==> src/rtl/prot_csr_pkg.sv <==
package prot_csr_pkg;
  localparam int unsigned NUM_DOM = 4;
  localparam int unsigned SIZE_W  = 5;
  localparam int unsigned BASE_W  = 28;
  localparam int unsigned HI_W    = BASE_W - 20;
  localparam logic [31:0] LO_MASK = 32'hFFFF_F07F;
  localparam int unsigned CTRL_W  = 7;

  typedef struct packed {
    logic               ctrlWr;
    logic [NUM_DOM-1:0] loWr;
    logic [NUM_DOM-1:0] hiWr;
    logic               capSel;
    logic               ctrlSel;
    logic [NUM_DOM-1:0] loSel;
    logic [NUM_DOM-1:0] hiSel;
  } strobe_t;
endpackage

==> src/rtl/prot_csr_ctrl.sv <==
module prot_csr_ctrl
  import prot_csr_pkg::*;
#(
  parameter int unsigned IDX_W = 8
) (
  input  logic             clk,
  input  logic             rstN,
  input  logic             opWrEn,
  input  logic [IDX_W-1:0] opWrData,
  input  logic             dataWrEn,
  output strobe_t          strb
);
  logic [IDX_W-1:0] idxQ;

  always_ff @(posedge clk) begin
    if (!rstN)       idxQ <= '0;
    else if (opWrEn) idxQ <= opWrData;
  end

  always_comb begin
    strb.capSel  = (idxQ == IDX_W'(0));
    strb.ctrlSel = (idxQ == IDX_W'(1));
    for (int n = 0; n < NUM_DOM; n++) begin
      strb.loSel[n] = (idxQ == IDX_W'(2 + 2 * n));
      strb.hiSel[n] = (idxQ == IDX_W'(3 + 2 * n));
    end
    strb.ctrlWr = dataWrEn && strb.ctrlSel;
    strb.loWr   = dataWrEn ? strb.loSel : '0;
    strb.hiWr   = dataWrEn ? strb.hiSel : '0;
  end

  // an index write is the selection seen in the next cycle
  a_r10_index_load: assert property (@(posedge clk) disable iff (!rstN)
    opWrEn |=> idxQ == $past(opWrData));
endmodule

==> src/rtl/prot_csr_regs.sv <==
module prot_csr_regs
  import prot_csr_pkg::*;
#(
  parameter int unsigned NUM_MAPS = 3,
  parameter logic [7:0]  REVISION = 8'h01
) (
  input  logic                       clk,
  input  logic                       rstN,
  input  strobe_t                    strb,
  input  logic [31:0]                dataWrData,
  input  logic                       secInit,
  input  logic                       memEnabled,
  input  logic                       invDone,
  output logic [31:0]                dataRdData,
  output logic [CTRL_W-1:0]          ctrlQ,
  output logic [NUM_DOM-1:0]         domValid,
  output logic [NUM_DOM-1:0]         domProtect,
  output logic [NUM_DOM*SIZE_W-1:0]  domSize,
  output logic [NUM_DOM*BASE_W-1:0]  domBase
);
  localparam logic [31:0] CAP_WORD = {8'h00, 8'(NUM_MAPS), 8'(NUM_DOM), REVISION};

  logic [31:0]   loQ [NUM_DOM];
  logic [HI_W-1:0] hiQ [NUM_DOM];
  logic [CTRL_W-1:0] ctrlD;

  always_comb begin
    ctrlD = ctrlQ;
    if (strb.ctrlWr) begin
      ctrlD[0] = dataWrData[0];
      ctrlD[2] = dataWrData[2];
      ctrlD[3] = dataWrData[3];
      ctrlD[5] = dataWrData[5];
      ctrlD[6] = dataWrData[6];
      if (memEnabled) ctrlD[1] = dataWrData[1];
    end
    if (strb.ctrlWr && dataWrData[4]) ctrlD[4] = 1'b1;
    else if (invDone)                 ctrlD[4] = 1'b0;
    if (secInit) ctrlD[5] = 1'b1;
  end

  always_ff @(posedge clk) begin
    if (!rstN) ctrlQ <= '0;
    else       ctrlQ <= ctrlD;
  end

  for (genvar n = 0; n < NUM_DOM; n++) begin : g_dom
    always_ff @(posedge clk) begin
      if (!rstN) begin
        loQ[n] <= '0;
        hiQ[n] <= '0;
      end else begin
        if (strb.loWr[n]) loQ[n] <= dataWrData & LO_MASK;
        if (strb.hiWr[n]) hiQ[n] <= dataWrData[HI_W-1:0];
      end
    end
    assign domValid[n]   = loQ[n][0];
    assign domProtect[n] = loQ[n][1];
    assign domSize[n*SIZE_W +: SIZE_W] = loQ[n][6:2];
    assign domBase[n*BASE_W +: BASE_W] = {hiQ[n], loQ[n][31:12]};
  end

  always_comb begin
    dataRdData = '0;
    if (strb.capSel)  dataRdData = CAP_WORD;
    if (strb.ctrlSel) dataRdData = 32'(ctrlQ);
    for (int n = 0; n < NUM_DOM; n++) begin
      if (strb.loSel[n]) dataRdData = loQ[n];
      if (strb.hiSel[n]) dataRdData = 32'(hiQ[n]);
    end
  end

  // at most one register selected by the decoder
  a_r9_onehot_select: assert property (@(posedge clk) disable iff (!rstN)
    $onehot0({strb.capSel, strb.ctrlSel, strb.loSel, strb.hiSel}));
  a_r4_inv_hold: assert property (@(posedge clk) disable iff (!rstN)
    ctrlQ[4] && !invDone |=> ctrlQ[4]);
  a_r4_inv_clear: assert property (@(posedge clk) disable iff (!rstN)
    ctrlQ[4] && invDone && !(strb.ctrlWr && dataWrData[4]) |=> !ctrlQ[4]);
  a_r5_secinit_force: assert property (@(posedge clk) disable iff (!rstN)
    secInit |=> ctrlQ[5]);
  a_r6_memclr_lock: assert property (@(posedge clk) disable iff (!rstN)
    !memEnabled |=> $stable(ctrlQ[1]));
  a_r7_lo_reserved: assert property (@(posedge clk) disable iff (!rstN)
    (|strb.loSel) |-> dataRdData[11:7] == 5'd0);
endmodule

==> src/rtl/prot_csr_bank.sv <==
module prot_csr_bank
  import prot_csr_pkg::*;
#(
  parameter int unsigned NUM_MAPS = 3,
  parameter logic [7:0]  REVISION = 8'h01,
  parameter int unsigned IDX_W    = 8
) (
  input  logic                       clk,
  input  logic                       rstN,
  input  logic                       opWrEn,
  input  logic [IDX_W-1:0]           opWrData,
  input  logic                       dataWrEn,
  input  logic [31:0]                dataWrData,
  output logic [31:0]                dataRdData,
  input  logic                       secInit,
  input  logic                       memEnabled,
  input  logic                       invDone,
  output logic                       globalEn,
  output logic                       memClrDis,
  output logic                       ioBlock,
  output logic                       mceEn,
  output logic                       invReq,
  output logic                       slProtEn,
  output logic                       probeDis,
  output logic [NUM_DOM-1:0]         domValid,
  output logic [NUM_DOM-1:0]         domProtect,
  output logic [NUM_DOM*SIZE_W-1:0]  domSize,
  output logic [NUM_DOM*BASE_W-1:0]  domBase
);
  strobe_t strb;
  logic [CTRL_W-1:0] ctrlQ;

  prot_csr_ctrl #(.IDX_W(IDX_W)) i_ctrl (
    .clk(clk), .rstN(rstN), .opWrEn(opWrEn), .opWrData(opWrData),
    .dataWrEn(dataWrEn), .strb(strb)
  );

  prot_csr_regs #(.NUM_MAPS(NUM_MAPS), .REVISION(REVISION)) i_regs (
    .clk(clk), .rstN(rstN), .strb(strb), .dataWrData(dataWrData),
    .secInit(secInit), .memEnabled(memEnabled), .invDone(invDone),
    .dataRdData(dataRdData), .ctrlQ(ctrlQ), .domValid(domValid),
    .domProtect(domProtect), .domSize(domSize), .domBase(domBase)
  );

  assign globalEn  = ctrlQ[0];
  assign memClrDis = ctrlQ[1];
  assign ioBlock   = ctrlQ[2];
  assign mceEn     = ctrlQ[3];
  assign invReq    = ctrlQ[4];
  assign slProtEn  = ctrlQ[5];
  assign probeDis  = ctrlQ[6];
endmodule

==> config.mk <==
export PLATFORM = sky130hd
export DESIGN_NAME = prot_csr_bank
export DESIGN_NICKNAME = d
export VERILOG_FILES = /design/src/rtl/prot_csr_pkg.sv /design/src/rtl/prot_csr_ctrl.sv /design/src/rtl/prot_csr_regs.sv /design/src/rtl/prot_csr_bank.sv
export SDC_FILE = /design/constraint.sdc
export NUM_CORES = 1
export LEC_CHECK = 0
export CAP_MARGIN = 20
export CORE_ASPECT_RATIO = 0.9
export CORE_MARGIN = 2
export CORE_UTILIZATION = 40
export CTS_CLUSTER_DIAMETER = 80
export DETAILED_ROUTE_END_ITERATION = 6
export PLACE_DENSITY = 0.76
export SETUP_SLACK_MARGIN = 0.05
export SLEW_MARGIN = 25
export SYNTH_ARGS = -nofsm -noshare
export SYNTH_HDL_FRONTEND = slang
export SYNTH_SLANG_ARGS = --single-unit
==> constraint.sdc <==
create_clock -name clk -period 5.1 [get_ports clk]
set_input_delay 1.02 -clock clk [delete_from_list [all_inputs] [get_ports clk]]
set_output_delay 1.02 -clock clk [all_outputs]
set_load 0.1 [all_outputs]
* Word level (Yosys, flattened, before mapping) *
Memories as Yosys holds them, arrays and structs flattened.
Cells that the tools add are included.

cells by class
  equality and inequality tests = 9
  bitwise gates (word level) = 8
  reductions and logical operators = 6
  mux-type cells = 49

operators with widths
  cell                                                                    count
  32-bit two-way mux                                                      8
  27-bit two-way mux                                                      4
  18-bit two-way mux                                                      2
  8-bit by 3-bit equality test with 1-bit output (second input constant)  4
  8-bit two-way mux                                                       4
  1-bit two-way mux                                                       29
  8-bit by 2-bit equality test with 1-bit output (second input constant)  2
  8-bit by 4-bit equality test with 1-bit output (second input constant)  2
  8-bit by 1-bit equality test with 1-bit output (second input constant)  1
  8-bit logical NOT                                                       1
  4-bit two-way mux                                                       2
  1-bit bitwise OR                                                        8
  2-bit nonzero test                                                      2
  1-bit logical AND                                                       2
  2-bit AND reduction                                                     1

storage, ports and cells
  input port bits = 47
  memories kept = 2
  flip-flop bits (word level) = 15
  bits in writable memories = 140
  logic and storage cells = 79
  output and inout bits = 179

memories
  name        words  width  rd ports  clocked after memory_dff  wr ports  line                 RTL
  i_regs.loQ  4      27     4         0                         4         prot_csr_regs.sv:23  logic [31:0] loQ [NUM_DOM];
  i_regs.hiQ  4      8      4         0                         4         prot_csr_regs.sv:24  logic [HI_W-1:0] hiQ [NUM_DOM];

* Depth between registers and ports, before layout *
  depth after elaboration = 11
  mapped depth = 7
  gate-level depth less buffers = 4

* Modules after synthesis *
A second synthesis with hierarchy kept.

second synthesis, totals
  cells, all modules = 637
  area, all modules = 7541.0 µm²

modules (own cells, without submodules)
  module         times used  area an instance (µm²)  sequential area each (µm²)  cells an instance
  prot_csr_regs  1           6994.2                  4344.2                      578
  prot_csr_ctrl  1           546.8                   160.2                       59

* Worst setup path after synthesis *
No wires, ideal clock.

  path type = flip-flop to output port
  start = reg i_ctrl.idxQ[7]
  end = out dataRdData[24]
  data required time = 4.080 ns
  slack = 0.362 ns
  cell stages (with the launch flop) = 7
  arrival time = 3.718 ns
  cell sequence = dfxtp_1 > or4_1 > buf_6 > nor2_2 > buf_2 > a22oi_1 > o21ai_0

on the way
  word-level cells in the longest chain between the ends = 9

RTL lines
  what                                            line                 RTL
  from (decl)                                     prot_csr_ctrl.sv:13  logic [IDX_W-1:0] idxQ;
  from (signal assigned)                          prot_csr_ctrl.sv:17  else if (opWrEn) idxQ <= opWrData;
  8-bit by 2-bit equality test with 1-bit output  prot_csr_ctrl.sv:24  strb.loSel[n] = (idxQ == IDX_W'(2 + 2 * n));
  32-bit two-way mux                              prot_csr_regs.sv:68  if (strb.loSel[n]) dataRdData = loQ[n];
  32-bit two-way mux                              prot_csr_regs.sv:69  if (strb.hiSel[n]) dataRdData = 32'(hiQ[n]);
  32-bit two-way mux                              prot_csr_regs.sv:68
  32-bit two-way mux                              prot_csr_regs.sv:69
  32-bit two-way mux                              prot_csr_regs.sv:68
  32-bit two-way mux                              prot_csr_regs.sv:69
  32-bit two-way mux                              prot_csr_regs.sv:68
  32-bit two-way mux (*)                          prot_csr_regs.sv:69
  to (decl)                                       prot_csr_bank.sv:14  output logic [31:0] dataRdData,

Mark *: on every way between the ends. The rest lies on a longest branch, timed or not.

* Worst setup path in the final report *
  start = reg i_ctrl.idxQ[7]
  end = out dataRdData[13]

on the way
  word-level cells in the longest chain between the ends = 10

RTL lines
  what                                            line                 RTL
  8-bit by 1-bit equality test with 1-bit output  prot_csr_ctrl.sv:22  strb.ctrlSel = (idxQ == IDX_W'(1));
  18-bit two-way mux                              prot_csr_regs.sv:66  if (strb.ctrlSel) dataRdData = 32'(ctrlQ);
  32-bit two-way mux                              prot_csr_regs.sv:68
  32-bit two-way mux                              prot_csr_regs.sv:69
  32-bit two-way mux                              prot_csr_regs.sv:68
  32-bit two-way mux                              prot_csr_regs.sv:69
  32-bit two-way mux                              prot_csr_regs.sv:68
  32-bit two-way mux                              prot_csr_regs.sv:69
  32-bit two-way mux                              prot_csr_regs.sv:68
  32-bit two-way mux (*)                          prot_csr_regs.sv:69

Marks and branches as above.

==> results.md <==
- The mean number of vias per cell is 5.551.
- The number of cells in the design after placement is 998.
- The sequential cells in the finished layout cover a total of approximately 0.0045 sq mm.
- After floorplanning, the core was sized to cover 0.01755 sq mm.
- In this run the tightest slew margin relative to its limit is between 20% and 30%.
- The number of buffers inserted during clock tree synthesis is 17.
- After clock tree synthesis, the repair step resized 0 gates.
- The tool flagged a number of max-cap violations equal to 0.
- The worst setup path is of the reg -> out kind.
- The critical path launch point is i_ctrl.idxQ[7].
- The library cells used most frequently in the layout, excluding fill and tap cells, are 190 x clkdlybuf4s50_1, 140 x and2_1, 140 x edfxtp_1.
- After the first detailed-routing iteration, the DRC count stood at 502.
- Averaged over all synthesized cells, the footprint is 12.80 sq um.
- Of all nets on the critical path, the largest fanout is 11.
- The clock reaches the later pin of the worst-skew pair after 0.43 ns.
- In the synthesized netlist the dominant register cell turns out to be edfxtp_1.
- The synthesis warning total is 0.
- The top-level port count is roughly 230.
- Yosys mapped a number of flops with a built-in enable equal to 140.
- Yosys mapped the design onto 44 distinct sky130hd cell types.
- For this run, the top clock speed supported by timing is 0.2340 GHz.
- The nature of the critical path startpoint is a register.
- For this run the aggregate overflow at the end of global routing stands at 0.
- The number of fill cells in the layout is between 1k and 1.5k.
- The total routing usage reported by global routing is 25.93%.
- The class of the worst hold path is reg -> reg.
- The first global-routing pass estimated approximately 35 mm of wire.
- The number of sinks handled by clock tree synthesis is approximately 160.
- The summed instance area of the synthesized netlist is 0.007128 sq mm.
- STA classifies the critical path endpoint as an output port.
- In this run the number of H-tree levels came out at 4.
- Synthesis inferred 155 register bits.
- The area growth from synthesis to layout is 43.97%.
- The setup TNS is 0 ns.
- The share of the core filled with cells in the final layout is a little under 60%.
- After synthesis, the cell types taking the most area are edfxtp_1 59%, and2_1 12%, dfxtp_1 4.2%.
- The number of nets with antenna violations after routing is 0.
- The fraction of final layout cells sized beyond drive strength 1 is roughly 14%.
- The cell count after synthesis is 557.
- In this run the most critical hold path is launched from i_ctrl.idxQ[7].
- Summed over all cells, the static leakage comes to 3.714 nW.
- The initial antenna violation count is 0.
- The proportion of netlist area held by the largest area contributor is 58.98%.
- The count of buffers added on input and output ports is between 200 and 250.
- The antenna diode instance count is 0.
- The floorplan step defined a die boundary enclosing 0.01891 sq mm.
- The run finished with clean final reports.
- In the finished design, the share of the clock period the worst path needs comes to 83.79%.
- The worst voltage drop across the vdd grid is about 250 uV.
- Of all flip-flops after synthesis, the portion carrying an async set or reset was 0%.
- The smallest clock period supported by the final layout is computed as 4.273 ns.
- The number of hold violations in the final report was 0.
- The x dimension of the die is 144.7 microns.
- The worst endpoint required time is 4.08 ns.
- The number of pins with negative max-slew slack in the final report is 0.
- The total setup buffers inserted after CTS is 0.
- The number of standard-cell rows in the floorplan is 46.
- The area of combinational cells with multiple inputs is 0.002486 sq mm.
- The setup-violating endpoint count in the final report is 0.
- The wire length reported by the detailed router is 24.42 mm.
- The startpoint identified for the worst register-to-register timing path is i_ctrl.idxQ[0].
- The die boundary height is 130.6 microns.
- The power per cell area is approximately 350 mW/mm^2.
- The share of synthesized area occupied by flip-flops and latches is 63.19%.
- Setup repair after global routing left no endpoint under its margin.
- The synthesized design spends more area on one cell type than any other, namely edfxtp_1.
- The filler-free cell count of the finished design is 1032.
- Clock-pin slew was measured on the worst setup and hold paths at 0.06 ns.
- The final weighted congestion in routability-driven placement is 0.8675.
- The maximum count of clock buffers along a single path is 2.
- The most common cell after layout, fill and taps aside is clkdlybuf4s50_1.
- Data on the critical path arrives at its endpoint at 3.25 ns.
- In the routed design, unresolved DRC markers number 0.
- The wire-length estimate of the detail-placed layout is 16.64 mm.
- For this run, the detailed router's first-pass iteration total came to 5.
- The post-detailed-route wirelength per cell is 23.66 microns.
- The cell at the root of the clock tree is clkbuf_16.
- For this design, the CTS-stage hold fixing added 0 buffers.
- At the pin with the least slew margin, the transition time is 1.067 ns.
- For the final database, setup skew stands at 0.01098 ns.
- The total number of nets in the final design is 826.
- Once the floorplan was initialized, standard cells occupied about two fifths of the core.
- The final route contains between 5k and 6k vias.
- Entering global routing, the biggest net connects 43 pins.
- TritonCTS built the clock tree.
- The number of global-route vias before repair is just under 6k.
-- critical path, stage by stage, from the launching register on --
cell and delay [ns]:
dfxtp_1 0.33, or4_1 0.86, nor2_2 0.59, buf_4 0.31
a22oi_1 0.10, o21ai_0 0.26, buf_4 0.35
-- kinds of logic after synthesis --
kind of cell / count (synthesis) / synth area share (%)
other: 1 / 0.05261
AND/OR/NAND/NOR: 222 / 19.12
multiplexers: 29 / 4.458
buffers and inverters: 40 / 2.615
AO/OA/AOI/OAI: 110 / 10.57
flip-flops: 155 / 63.19
-- cell type report --
class                           count  share of cell area (%)
Clock buffer                       25                   5.352
Inverter                            3                  0.1097
Multi-Input combinational cell    364                   24.23
Clock inverter                      7                  0.4511
Timing Repair Buffer              238                   23.04
Tap cell                          240                   2.926
Sequential cell                   155                   43.89
-- stage by stage --
step | cell area, sq um | worst slack (ns) | hold WS [ns] | power [mW]
floorplan | 7136 | 0.3625 | 0.5118 | 2.079
global placement | 9614 | 1.383 | 0.5293 | 2.319
detailed placement | 9628 | 1.310 | 0.5485 | 2.326
CTS | 10220 | 0.8367 | 0.5581 | 3.574
global route | 10260 | 0.6293 | 0.5903 | 3.655
finish | 10260 | 0.8267 | 0.5592 | 3.582
-- registers in the layout (all words and copies together) (netlist names) --
| name | flops |
|---|---|
| i_regs.ctrlQ | 7 |
| i_regs.hiQ | 32 |
| i_ctrl.idxQ | 8 |
| i_regs.loQ | 108 |
-- metal layers --
layer	wire length [microns]	track usage, %	up-vias
met5	0	0	-
met4	397	7.481	0
met3	2797	8.929	31
met2	11690	42.74	357
met1	9536	32.74	2824
li1	-	-	2517
-- where the power goes --
part / leakage (nW) / total (mW) / internal, mW / switching [mW]
clock network: 0.300 / 1.27 / 0.751 / 0.523
registers: 1.57 / 1.47 / 1.43 / 0.0382
logic: 1.84 / 0.835 / 0.184 / 0.651
total: 3.71 / 3.58 / 2.37 / 1.21
-- cells in the mapped netlist, types with 2 or more instances --
cell      count
and2_1      140
edfxtp_1    140
o21ai_0      32
clkbuf_1     27
a32oi_1      25
a22oi_1      21
nor2b_1      17
a21oi_1      16
mux2i_1      16
dfxtp_1      15
nand2_1      15
mux2_2       12
nor2_1       11
nand3_1       9
nor3_1        8
o32a_1        6
a31oi_1       3
buf_4         3
buf_6         3
inv_1         3
nor3_2        3
nor4_1        3
and2_2        2
buf_1         2
buf_2         2
nand2b_1      2
nor3_4        2
o211ai_1      2
or2_2         2
-- path summary, 6_finish.rpt --
path / cells past startpoint / endpoint / slack [ns]
setup reg to reg: 6 / i_regs.loQ[2][10] / 1.80
hold / removal: 2 / i_ctrl.idxQ[7] / 0.56
setup / recovery: 6 / dataRdData[13] / 0.83
hold reg to reg: 2 / i_ctrl.idxQ[7] / 0.56
Note: power is estimated with default switching activity, not from simulation.
